==> src/rtl/afl_pkg.sv <==
package afl_pkg;
   localparam int unsigned REG_ADDR_W = 4;
   localparam int unsigned STA_BASE   = 0;
   localparam int unsigned HASH_BASE  = 4;
   localparam int unsigned CTRL_ADDR  = 8;
   localparam logic [31:0] CRC_POLY_REFL = 32'hEDB8_8320;

   // control word bits 3:1, bit 0 is enable
   typedef struct packed {
      logic rej_own;
      logic hash_en;
      logic promisc;
   } afl_mode_t;
endpackage

==> src/rtl/afl_crc_step.sv <==
module afl_crc_step #(
   parameter int unsigned     CRC_W = 32,
   parameter logic [CRC_W-1:0] POLY = afl_pkg::CRC_POLY_REFL
) (
   input  logic [CRC_W-1:0] c_in,
   input  logic [7:0]       d_in,
   output logic [CRC_W-1:0] c_out
);
   logic [CRC_W-1:0] stage [9];

   assign stage[0] = c_in;
   for (genvar g = 0; g < 8; g++) begin : g_bit
      assign stage[g+1] = (stage[g][0] ^ d_in[g]) ? ((stage[g] >> 1) ^ POLY)
                                                  : (stage[g] >> 1);
   end
   assign c_out = stage[8];
endmodule

==> src/rtl/afl_hash_pick.sv <==
module afl_hash_pick #(
   parameter int unsigned IDX_W  = 6,
   parameter int unsigned WORD_W = 16,
   localparam int unsigned BIT_W  = $clog2(WORD_W),
   localparam int unsigned WSEL_W = IDX_W - BIT_W,
   localparam int unsigned NWORDS = 2 ** WSEL_W
) (
   input  logic [NWORDS*WORD_W-1:0] table_flat,
   input  logic [IDX_W-1:0]         idx,
   output logic                     hit
);
   logic [WORD_W-1:0] words [NWORDS];
   logic [WORD_W-1:0] sel_word;

   for (genvar w = 0; w < NWORDS; w++) begin : g_word
      assign words[w] = table_flat[w*WORD_W +: WORD_W];
   end
   assign sel_word = words[idx[IDX_W-1:BIT_W]];
   assign hit      = sel_word[idx[BIT_W-1:0]];
endmodule

==> src/rtl/afl_cfg_regs.sv <==
module afl_cfg_regs
   import afl_pkg::*;
#(
   parameter int unsigned WORD_W     = 16,
   parameter int unsigned STA_WORDS  = 3,
   parameter int unsigned HASH_WORDS = 4
) (
   input  logic                           clk,
   input  logic                           rst_n,
   input  logic                           we,
   input  logic [REG_ADDR_W-1:0]          addr,
   input  logic [WORD_W-1:0]              wdata,
   output logic                           en,
   output afl_mode_t                      mode,
   output logic [STA_WORDS*WORD_W-1:0]    sta_flat,
   output logic [HASH_WORDS*WORD_W-1:0]   hash_flat
);
   logic [WORD_W-1:0] sta_w  [STA_WORDS];
   logic [WORD_W-1:0] hash_w [HASH_WORDS];

   for (genvar w = 0; w < STA_WORDS; w++) begin : g_sta
      localparam logic [REG_ADDR_W-1:0] MY_A = REG_ADDR_W'(STA_BASE + w);
      always_ff @(posedge clk or negedge rst_n) begin
         if (!rst_n)                           sta_w[w] <= '0;
         else if (we && !en && addr == MY_A)   sta_w[w] <= wdata;
      end
      assign sta_flat[w*WORD_W +: WORD_W] = sta_w[w];
   end

   for (genvar w = 0; w < HASH_WORDS; w++) begin : g_hash
      localparam logic [REG_ADDR_W-1:0] MY_A = REG_ADDR_W'(HASH_BASE + w);
      always_ff @(posedge clk or negedge rst_n) begin
         if (!rst_n)                           hash_w[w] <= '0;
         else if (we && !en && addr == MY_A)   hash_w[w] <= wdata;
      end
      assign hash_flat[w*WORD_W +: WORD_W] = hash_w[w];
   end

   always_ff @(posedge clk or negedge rst_n) begin
      if (!rst_n) begin
         en   <= 1'b0;
         mode <= '0;
      end else if (we && addr == REG_ADDR_W'(CTRL_ADDR)) begin
         en <= wdata[0];
         if (!en) mode <= afl_mode_t'(wdata[3:1]);
      end
   end
endmodule

==> src/rtl/rx_addr_filter.sv <==
module rx_addr_filter
   import afl_pkg::*;
#(
   parameter int unsigned ADDR_BYTES = 6,
   parameter int unsigned WORD_W     = 16,
   parameter int unsigned HASH_IDX_W = 6,
   localparam int unsigned ADDR_W     = ADDR_BYTES * 8,
   localparam int unsigned STA_WORDS  = ADDR_W / WORD_W,
   localparam int unsigned HASH_BITS  = 2 ** HASH_IDX_W,
   localparam int unsigned HASH_WORDS = HASH_BITS / WORD_W,
   localparam int unsigned LAST       = 2 * ADDR_BYTES - 1,
   localparam int unsigned CNT_W      = $clog2(2 * ADDR_BYTES + 1)
) (
   input  logic                  clk,
   input  logic                  rst_n,
   input  logic                  rx_valid,
   input  logic                  rx_sof,
   input  logic                  rx_eof,
   input  logic [7:0]            rx_data,
   input  logic                  cfg_we,
   input  logic [REG_ADDR_W-1:0] cfg_addr,
   input  logic [WORD_W-1:0]     cfg_wdata,
   output logic                  rx_on,
   output logic                  dec_valid,
   output logic                  dec_accept
);
   if ((ADDR_W % WORD_W) != 0) begin : g_bad_sta
      $error("address width must be a whole number of config words");
   end
   if ((HASH_BITS % WORD_W) != 0 || HASH_WORDS > 4 || STA_WORDS > 4) begin : g_bad_map
      $error("hash table or station words do not fit the register map");
   end
   if (HASH_IDX_W > 32 || HASH_IDX_W <= $clog2(WORD_W)) begin : g_bad_idx
      $error("hash index width out of range");
   end

   logic                         en;
   afl_mode_t                    mode;
   logic [ADDR_W-1:0]            sta_flat;
   logic [HASH_BITS-1:0]         hash_flat;
   logic [ADDR_W-1:0]            dst_flat, src_flat;
   logic [31:0]                  crc_q, crc_src, crc_nx;
   logic [CNT_W-1:0]             cnt, byte_ix;
   logic                         in_frame, pend, take, hash_hit, verdict;

   afl_cfg_regs #(.WORD_W(WORD_W), .STA_WORDS(STA_WORDS), .HASH_WORDS(HASH_WORDS)) u_regs (
      .clk(clk), .rst_n(rst_n), .we(cfg_we), .addr(cfg_addr), .wdata(cfg_wdata),
      .en(en), .mode(mode), .sta_flat(sta_flat), .hash_flat(hash_flat)
   );

   assign rx_on   = en;
   assign take    = en && rx_valid && (rx_sof || in_frame);
   assign byte_ix = rx_sof ? '0 : cnt;
   assign crc_src = rx_sof ? '1 : crc_q;

   afl_crc_step #(.CRC_W(32), .POLY(CRC_POLY_REFL)) u_crc (
      .c_in(crc_src), .d_in(rx_data), .c_out(crc_nx)
   );

   for (genvar b = 0; b < ADDR_BYTES; b++) begin : g_addr
      always_ff @(posedge clk or negedge rst_n) begin
         if (!rst_n) begin
            dst_flat[b*8 +: 8] <= '0;
            src_flat[b*8 +: 8] <= '0;
         end else if (take) begin
            if (byte_ix == CNT_W'(b))              dst_flat[b*8 +: 8] <= rx_data;
            if (byte_ix == CNT_W'(ADDR_BYTES + b)) src_flat[b*8 +: 8] <= rx_data;
         end
      end
   end

   afl_hash_pick #(.IDX_W(HASH_IDX_W), .WORD_W(WORD_W)) u_pick (
      .table_flat(hash_flat), .idx(crc_q[31 -: HASH_IDX_W]), .hit(hash_hit)
   );

   always_comb begin
      if (mode.promisc)                                  verdict = 1'b1;
      else if (mode.rej_own && src_flat == sta_flat)     verdict = 1'b0;
      else if (dst_flat == sta_flat || &dst_flat)        verdict = 1'b1;
      else verdict = dst_flat[0] && mode.hash_en && hash_hit;
   end

   always_ff @(posedge clk or negedge rst_n) begin
      if (!rst_n) begin
         crc_q      <= '1;
         cnt        <= '0;
         in_frame   <= 1'b0;
         pend       <= 1'b0;
         dec_valid  <= 1'b0;
         dec_accept <= 1'b0;
      end else begin
         dec_valid  <= pend;
         dec_accept <= pend && verdict;
         pend       <= take && byte_ix == CNT_W'(LAST);
         if (take && byte_ix < CNT_W'(ADDR_BYTES)) crc_q <= crc_nx;
         if (!en) begin
            in_frame <= 1'b0;
         end else if (take) begin
            cnt      <= byte_ix + 1'b1;
            in_frame <= !rx_eof && byte_ix != CNT_W'(LAST);
         end
      end
   end
endmodule

==> config.mk <==
export PLATFORM = sky130hd
export DESIGN_NAME = rx_addr_filter
export DESIGN_NICKNAME = d
export VERILOG_FILES = /design/src/rtl/afl_pkg.sv /design/src/rtl/afl_crc_step.sv /design/src/rtl/afl_hash_pick.sv /design/src/rtl/afl_cfg_regs.sv /design/src/rtl/rx_addr_filter.sv
export SDC_FILE = /design/constraint.sdc
export NUM_CORES = 1
export LEC_CHECK = 0
export ABC_AREA = 1
export BUFFER_PORTS_ARGS = -buffer_cell sky130_fd_sc_hd__buf_2
export CAP_MARGIN = 20
export CELL_PAD_IN_SITES_DETAIL_PLACEMENT = 1
export CELL_PAD_IN_SITES_GLOBAL_PLACEMENT = 1
export CORE_MARGIN = 10
export CORE_UTILIZATION = 35
export DETAILED_ROUTE_END_ITERATION = 16
export PLACE_DENSITY = 0.63
export REMOVE_ABC_BUFFERS = 1
export SLEW_MARGIN = 20
export SYNTH_ARGS = -nofsm -noshare
export SYNTH_HDL_FRONTEND = slang
export SYNTH_SLANG_ARGS = --single-unit
==> constraint.sdc <==
create_clock -name clk -period 4 [get_ports clk]
set_input_delay 0.6 -clock clk [delete_from_list [all_inputs] [get_ports clk]]
set_output_delay 0.6 -clock clk [all_outputs]
set_load 0.005 [all_outputs]
---- Word-level counts from Yosys, hierarchy flattened ----
Cells that the tools add are included.
operators by class
  $add $sub $neg .......................... 1
  reductions and logical operators ........ 39
  bitwise gates (word level) .............. 18
  equal/unequal tests ..................... 22
  mux-type cells .......................... 20
  $lt $le $gt $ge ......................... 3
operator list
  cell                   count
  $mux W32               9
  $not A13 Y14           8
  $eq A48 B48 Y1         2
  $reduce_and A48 Y1     1
  $bmux W16 S2           1
  $eq A4 B3 Y1 const B   8
  $mux W16               2
  $reduce_and A2 Y1      14
  $eq A4 B4 Y1 const B   5
  $logic_and A1 B1 Y1    18
  $eq A4 B2 Y1 const B   3
  $eq A4 B1 Y1 const B   2
  $logic_not A4 Y1       2
  $xor A1 B1 Y1          8
  $mux W1                6
  $lt A4 B5 Y1 const B   1
  $add A4 B1 Y4 const B  1
  $bmux W1 S4            1
  $lt A4 B3 Y1 const B   1
  $mux W4                1
  $ne A4 B4 Y1 const B   1
  $ge A3 B3 Y1 const B   1
  $not A2 Y3             1
  $logic_not A1 Y1       2
  3 further kinds        4
word-level totals
  bits of input ports ..................... 34
  logic and storage cells ................. 132
  output and inout port bits .............. 3
  register bits ........................... 252

---- Longest topological paths before layout ----
Gate-level depths: netlist (run 1).
  depth in word-level cells ............... 17
  gate-level depth with buffers ........... 15

---- Hierarchy ----
Synthesis (run 1) repeated with hierarchy kept, for this count alone.
second synthesis, totals
  cell total of the unflattened synthesis .. 1749
  area, all modules ....................... 13729.4 um^2
by module, submodules not included
  module          area each (um^2)  times used  cells each  seq. area each (um^2)
  rx_addr_filter  7150.6            1           862         3443.3
  afl_cfg_regs    4610.7            1           524         2902.8
  afl_crc_step    1271.2            1           211         0.0
  afl_hash_pick   696.9             1           152         0.0

---- Worst setup path before layout (run 1) ----
OpenSTA, ideal clock, no wires.
  kind .................................... in2reg
  from .................................... input rx_sof
  to ...................................... register src_flat[45]
  stages on the path ...................... 13
  data arrival time ....................... 2197 ps
  path buffers ............................ 4
  slack ................................... 1675 ps
  cell sequence ........................... buf_6 > buf_12 > clkbuf_1 > nor2_1 > ha_1 > inv_1 > nor2_1 > inv_1 > nor2_4 > inv_1 > buf_2 > nand2_1 > o21ai_0
between the ends
  word-level cells in the longest chain between the ends .. 3
RTL lines
  element                                                     RTL line                                    source
  start, declared                                             rx_addr_filter.sv:17                        input logic rx_sof,
  $mux W4 / $logic_or A1 B1 Y1 (equally long branches)        rx_addr_filter.sv:53, rx_addr_filter.sv:52
  $eq A4 B4 Y1 / $logic_and A1 B1 Y1 (equally long branches)  rx_addr_filter.sv:67, rx_addr_filter.sv:52
  $reduce_and A2 Y1 (no source line) *                        --
  end signal, assigned by index                               rx_addr_filter.sv:67                        if (byte_ix == CNT_W'(ADDR_BYTES + b)) src_flat[b*8 +: 8] <= rx_data;
  end, declared                                               rx_addr_filter.sv:41                        logic [ADDR_W-1:0] dst_flat, src_flat;
Mark *: on every way between the ends. The rest lies on a longest branch, timed or not.
A chain may end at the register's enable or synchronous reset.

---- Worst setup path in the final report (run 1) ----
  from .................................... register u_regs.en
  to ...................................... register crc_q[1]
between the ends
  word-level cells in the longest chain between the ends .. 3
RTL lines
  element                            RTL line              source
  start, declared                    afl_cfg_regs.sv:13    output logic en,
  start signal, assigned             afl_cfg_regs.sv:44    en <= wdata[0];
  $logic_and A1 B1 Y1 (2 in series)  rx_addr_filter.sv:52  assign take = en && rx_valid && (rx_sof || in_frame);
  $logic_and A1 B1 Y1                rx_addr_filter.sv:95  if (take && byte_ix < CNT_W'(ADDR_BYTES)) crc_q <= crc_nx;
  end signal, assigned               rx_addr_filter.sv:95
  end, declared                      rx_addr_filter.sv:42  logic [31:0] crc_q, crc_src, crc_nx;
Every way passes these cells.

==> results of run 1 <==
==> flip-flops by register name, indices dropped and copies added, names as in the netlist <==
| register | count |
|---|---|
| u_regs.hash_flat | 64 |
| dst_flat | 48 |
| src_flat | 48 |
| u_regs.sta_flat | 48 |
| crc_q | 32 |
| cnt | 4 |
| u_regs.mode | 3 |
| dec_accept | 1 |
| dec_valid | 1 |
| in_frame | 1 |
| pend | 1 |
| u_regs.en | 1 |
==> cells by family (layout without fill, tap and decap cells) <==
| logic type | after synthesis | in the layout | synth area share, % |
|---|---|---|---|
| DFF | 252 | 252 | 51.20 |
| and+or+nand+nor | 627 | 627 | 21.61 |
| xor gates and xnor gates | 120 | 120 | 9.721 |
| buffers and inverters | 167 | 216 | 5.330 |
| other | 0 | 3 | 0 |
| AOI/OAI and AO/OA | 275 | 275 | 11.73 |
| adders and majority gates | 4 | 4 | 0.4038 |
==> cells in the final DEF, fill, tap and decap left out, types with 6 or more instances in the layout <==
cell	n
nor4_1	7
or2_2	14
o21ai_0	238
inv_1	101
nand2_1	418
dfstp_2	32
dfrtp_1	220
xor2_2	6
xnor2_1	41
buf_2	35
o22ai_1	7
xor2_1	66
nand3_1	76
buf_4	16
nand4_1	23
nor3_1	15
clkbuf_16	31
o21ai_1	9
clkbuf_8	10
nor2_1	55
==> layout make-up <==
type                       instances  area share, %
clock inverter                    12          1.365
timing repair buffer              56          2.712
antenna                            3        0.05283
inverter                         104          2.747
multi-input combinational       1026          37.95
sequential                       252          44.66
clock buffer                      44          6.507
tap                              455          4.006
==> per-layer routing <==
metal  up-vias  GRT usage (%)  wire (µm)
li1       4730              -          -
met1      4849          22.66      17600
met5         -              0          0
met4         0          4.085        890
met2        96          29.85      18410
met3        48          2.112        984
==> worst min path at each step <==
stage	start	end	slack [ns]	depth (start not counted)
floorplan	rst_n	cnt[0]	0.30	0
CTS	rst_n	u_regs.sta_flat[36]	0.14	1
global placement	pend	dec_valid	0.45	0
global route	rst_n	u_regs.sta_flat[5]	0.15	1
finish	rst_n	u_regs.sta_flat[5]	0.1	1
detailed placement	pend	dec_valid	0.44	0
==> stage by stage <==
stage | setup WS, ns | hold WS [ns] | cells
final | 1.413 | 0.09879 | 1952
after global placement | 1.098 | 0.4471 | 1892
after floorplan | 1.303 | 0.3044 | 1382
after detailed placement | 0.9888 | 0.4420 | 1892
after global routing | 1.155 | 0.1529 | 1949
after CTS | 1.365 | 0.1405 | 1948
==> where the power goes <==
part,leakage (nW),internal (W),switching [W]
clock network,0.554,0.00192,0.00111
logic,2.79,0.00118,0.00178
registers,3.25,0.00332,0.000603
==> critical path: stages, from the launching register on <==
cell and delay [ns]:
dfrtp_1 0.51, nand2_1 0.17, a21oi_4 0.33, inv_1 0.16, nor3_2 0.14, buf_4 0.22
inv_1 0.41, buf_4 0.37, o21ai_0 0.19
==> summary.md, run 1 <==
| Metric | Value |
|---|---|
| CTS tree | yes |
| PostCTS Resize Cnt | 0 |
| Core ar. | 0.03471 mm² |
| Share of cells above drive strength 1 | roughly an eighth |
| Max Buffers Root-to-Sink | 3 |
| Global-route wire length before repair | 60520 µm |
| Crit path to | crc_q[1] |
| RePlAce Congestion | 0.7898 |
| Final Max Slew Viols | 0 |
| Final wirelength | 37890 µm |
| Mean Syn Cell Area | 8.577 µm² |
| R2r setup slk | 1.41 ns |
| Vias per inst | 4.981 |
| Unrepaired setup endpoints after global routing | no |
| Synthesized instance count | roughly 1400 |
| Pwr per Cell Area | 697.9 mW/mm² |
| IO Count | 37 |
| EDFF count, synth | 0 |
| Synth area leaders | dfrtp_1 44%, nand2_1 13%, o21ai_0 9.6% |
| Total power | 0.009917 W |
| Top cell types by occurrence after synthesis | 420 x nand2_1, 238 x o21ai_0, 220 x dfrtp_1 |
| Max_cap viols | 0 |
| Final nets | 1508 |
| Post-place instance area | 0.01306 mm² |
| Initial Utilization | 35.71% |
| Initial antenna violation count | 1 |
| Lkg Pwr | approximately 6.6 nW |
| Number of fill cells | 4121 |
| Gr usage total | 17.34% |
| Antenna Violating Nets Remaining | 0 |
| Area of the multi-input gates | between 0.005 and 0.006 mm² |
| Register area | 0.006346 mm² |
| Fin. Hold Viols | 0 |
| Post-CTS Hold Fix Bufs | 0 |
| Top_reg_cell synth | dfrtp_1 |
| R2R cell count | 8 |
| Core Util, Final | roughly two fifths |
| Clk_lat worst skew | 0.56 ns |
| Final setup skew | 0.01603 ns |
| DRC viols | 0 |
| Vias | 9723 |
| Worst r2r src | u_regs.en |
| Crit path kind | reg2reg |
| Crit-path max FO | 32 |
| Final setup fails | 0 |
| Seq/Total Area, Yosys | 51.20% |
| Buffers on Ports | 36 |
| Die X | roughly 210 µm |
| FF+latch count, synth | 252 |
| GRT overflow | 0 |
| Critical Path AT | 3.06 ns |
| IR drop worst, VDD | approximately 400 µV |
| Worst flop-to-flop path endpoint | crc_q[1] |
| Largest area contributor in the netlist | dfrtp_1 |
| Synth unique cells | 47 |
| FP Rows | 68 |
| Period minus WS final | 2.587 ns |
| Ys async rst share | 100.0% |
| Synth warn | 0 |
| Startpoint Class | flip-flop |
| Initial DRC count | 511 |
| Fin crit share | 64.68% |
| Max Freq | 386.5 MHz |
| Dpl hpwl | 26090 µm |
| H-tree Lvls | 1 |
| Setup TNS | 0 ns |
| Clock Sink Count | 252 |
| Outcome | finished, final reports clean |
| Synthesized area | 0.01239 mm² |
| Worst setup startpoint | u_regs.en |
| CTS clock-pin slew for the worst setup and hold paths | around 0.060 ns |
| Largest net degree at the start of global routing | 102 |
| Worst rel slew slack | 36.40% |
| Post-CTS Setup Bufs | 0 |
| Finished Cell Area | between 0.01 and 0.015 mm² |
| Post-synth top area share | 44.42% |
| WP data required | between 4 and 5 ns |
| Hold Path Class | in2async |
| Drt pass-1 iters | 5 |
| Slew @ Worst Pin | between 0.9 and 1 ns |
| Die height | 208.2 µm |
| Most common cell in the netlist | nand2_1 |
| Die area | between 0.04 and 0.05 mm² |
| Average wire per cell in the routed design | 19.41 µm |
| CTS Buf Count | 30 |
| Root Buffer | clkbuf_16 |
| Crit end category | flip-flop |
| Area Overhead vs Synth | 14.65% |
| Vias in the first global route | 10440 |
No activity file was read; power rests on OpenSTA's default activity.
==> run 2: changes to the inputs <==
--- a/config.mk
+++ b/config.mk
@@ -13,7 +13,7 @@
 export CORE_MARGIN = 10
 export CORE_UTILIZATION = 35
 export DETAILED_ROUTE_END_ITERATION = 16
-export PLACE_DENSITY = 0.63
+export PLACE_DENSITY = 0.66
 export REMOVE_ABC_BUFFERS = 1
 export SLEW_MARGIN = 20
 export SYNTH_ARGS = -nofsm -noshare
==> constraint.sdc (replaced) <==
create_clock -name clk -period 2.1 [get_ports clk]
set_input_delay 0.315 -clock clk [delete_from_list [all_inputs] [get_ports clk]]
set_output_delay 0.315 -clock clk [all_outputs]
set_load 0.005 [all_outputs]
==> summary.md, run 2 (synthesis results as in run 1) <==
| Metric | Value |
|---|---|
| Switch share | 36.34% (+1.1 points) |
| CTS tree | yes |
| Fin. Hold Viols | 0 (unchanged) |
| Fin worst setup slack | 0.1901 ns (-1.223 ns) |
| Final Max Slew Viols | 0 (unchanged) |
| Die area | 0.04334 mm² (unchanged) |
| CP max stage cell | dfstp_2 |
| Net Switching | 0.006670 W (+91%) |
| Initial Utilization | 35.71% (unchanged) |
| IR drop worst, VDD | 651.9 µV (+61%) |
| Total power | 0.01835 W (+85%) |
| Max Buffers Root-to-Sink | 3 (unchanged) |
| Global-route wire length before repair | 62150 µm (+2.7%) |
| Pwr per Cell Area | 1277 mW/mm² (+83%) |
| CP dominant cell by count | nand2_1 |
| Period minus WS final | 1.910 ns (-0.6774 ns) |
| Power share of the clock group | 26.4% (-4.2 points) |
| IO Count | 37 (unchanged) |
| Setup TNS | 0 ns (unchanged) |
| Final nets | 1552 (+2.9%) |
| Final wirelength | 38800 µm (+2.4%) |
| Core ar. | 0.03471 mm² (unchanged) |
| Family with the most delay on the worst path | XOR/XNOR gates |
| Max FFs per register | 64 (unchanged) |
| Leading cell types in the layout, fill and taps excluded | 420 x nand2_1, 238 x o21ai_0, 220 x dfrtp_1 |
| Initial antenna violation count | 0 (-1) |
| Vias | 9969 (+2.5%) |
| Lkg Pwr | 6.692 nW (+1.6%) |
| Antenna Violating Nets Remaining | 0 (unchanged) |
| Share of cells above drive strength 1 | 14.43% (+1.6 points) |
| Crit path kind | reg2reg |
| Unrepaired setup endpoints after global routing | no |
| Fin crit share | 90.95% (+26 points) |
| Max Freq | 523.6 MHz (+35%) |
| RePlAce Congestion | 0.8174 (+3.5%) |
| Dpl hpwl | 27240 µm (+4.4%) |
| H-tree Lvls | 1 (unchanged) |
| Combinational share of power | 33.0% (+3.1 points) |
| Startpoint Class | flip-flop |
| Crit end category | flip-flop |
| WP buf/inv | 0 (-4) |
| GRT overflow | 0 (unchanged) |
| CTS clock-pin slew for the worst setup and hold paths | 0.06 ns (about the same) |
| Most common cell after layout, fill and taps aside | nand2_1 |
| Crit-path max FO | 5 (-84%) |
| Final hold slack | 0.05459 ns (-0.04420 ns) |
| CTS Buf Count | 29 (-3.3%) |
| Root Buffer | clkbuf_16 |
| Gr usage total | 17.74% (+0.39 points) |
| Area Overhead vs Synth | 15.96% |
| Die X | 208.2 µm (unchanged) |
| Sequential share of power | 40.7% (+1.2 points) |
| Initial DRC count | 544 (+6.5%) |
| Core Util, Final | 41.40% (+0.47 points) |
| Die height | 208.2 µm (unchanged) |
| Largest net degree at the start of global routing | 50 (-51%) |
| Drt pass-1 iters | 5 (unchanged) |
| Outcome | finished, final reports clean |
| Clk_lat worst skew | 0.54 ns (-0.02 ns) |
| Worst rel slew slack | 58.21% (+22 points) |
| FP Rows | 68 (unchanged) |
| Buffers on Ports | 36 (unchanged) |
| Crit-path cells | nor2_8, xor2_2, nand2_1, nand2_2, xnor2_1, xor2_1, nand2_1, o211ai_1 |
| Vias per inst | 5.015 (+0.67%) |
| CP peak stage delay | 0.60 ns (+0.09 ns) |
| Final setup fails | 0 (unchanged) |
| DRC viols | 0 (unchanged) |
| Max_cap viols | 0 (unchanged) |
| Clock Sink Count | 252 (unchanged) |
| Hold Path Class | in2reg |
| Average wire per cell in the routed design | 19.52 µm (+0.57%) |
| Pre-CTS setup slack | -0.01737 ns (-1.006 ns) |
| Final setup skew | 0.008142 ns (-0.007891 ns) |
| Number of fill cells | 4133 (+0.29%) |
| Slew @ Worst Pin | 0.6261 ns (-0.3268 ns) |
| Vias in the first global route | 10740 (+2.9%) |
| Critical Path AT | 2.37 ns (-0.69 ns) |
| Internal power | 0.01168 W (+82%) |
| WP data required | 2.56 ns (-1.91 ns) |
run 2: routing by layer:
metal / vias to the layer above / track usage [%] / routed length, µm
met5: - / 0 / 0
met4: 0 / 4.010 / 888
met2: 146 / 29.91 / 18500
met3: 51 / 2.232 / 1182
met1: 4961 / 23.72 / 18230
li1: 4811 / - / -
run 2: what timing repair did:
| action | CTS | global route |
|---|---|---|
| setup endpoints to repair | 0 | 1 |
| hold endpoints to repair | 40 | 0 |
| resized for setup | 0 | 4 |
| setup buffers | 0 | 1 |
| hold buffers | 2 | 0 |
run 2: layout make-up:
type | instances | area, µm² | share of cell area (%)
timing repair buffer | 101 | 774.5 | 5.389
sequential | 252 | 6346 | 44.15
clock buffer | 45 | 845.8 | 5.885
tap | 455 | 569.3 | 3.961
multi-input combinational | 1026 | 5391 | 37.51
antenna | 1 | 2.502 | 0.01741
clock inverter | 4 | 45.04 | 0.3134
inverter | 104 | 397.9 | 2.768
run 2: power by group through the flow:
stage	registers (W)	clock network (W)	logic, W
2_1_floorplan	0.00725	0	0.00408
3_3_place_gp	0.00748	0	0.00586
3_5_place_dp	0.00751	0	0.00605
4_1_cts	0.00746	0.00496	0.00610
5_1_grt	0.00765	0.00518	0.00688
6_report	0.00746	0.00484	0.00605
run 2: stage by stage:
stage	instances	area, µm²
after floorplan	1382	12120
after global placement	1935	13440
after detailed placement	1935	13440
after CTS	1986	14350
after global routing	1987	14370
final	1988	14370
run 2: final timing paths:
kind / depth (start not counted) / slack, ns / end / from
setup / recovery: 8 / 0.19 / crc_q[23] / crc_q[0]
hold / removal: 3 / 0.05 / u_regs.en / cfg_wdata[0]
setup reg to reg: 8 / 0.19 / crc_q[23] / crc_q[0]
hold reg to reg: 2 / 0.47 / crc_q[21] / crc_q[21]
max in group asynchronous: 3 / 1.15 / u_regs.hash_flat[43] / rst_n
min in group asynchronous: 2 / 0.28 / u_regs.hash_flat[54] / rst_n
run 2: tightest hold or removal path, delay by kind of cell:
family	cells	cell delay, ns
AOI/OAI and AO/OA	1	0.07
buffers and inverters	1	0.11
and+or+nand+nor	1	0.05
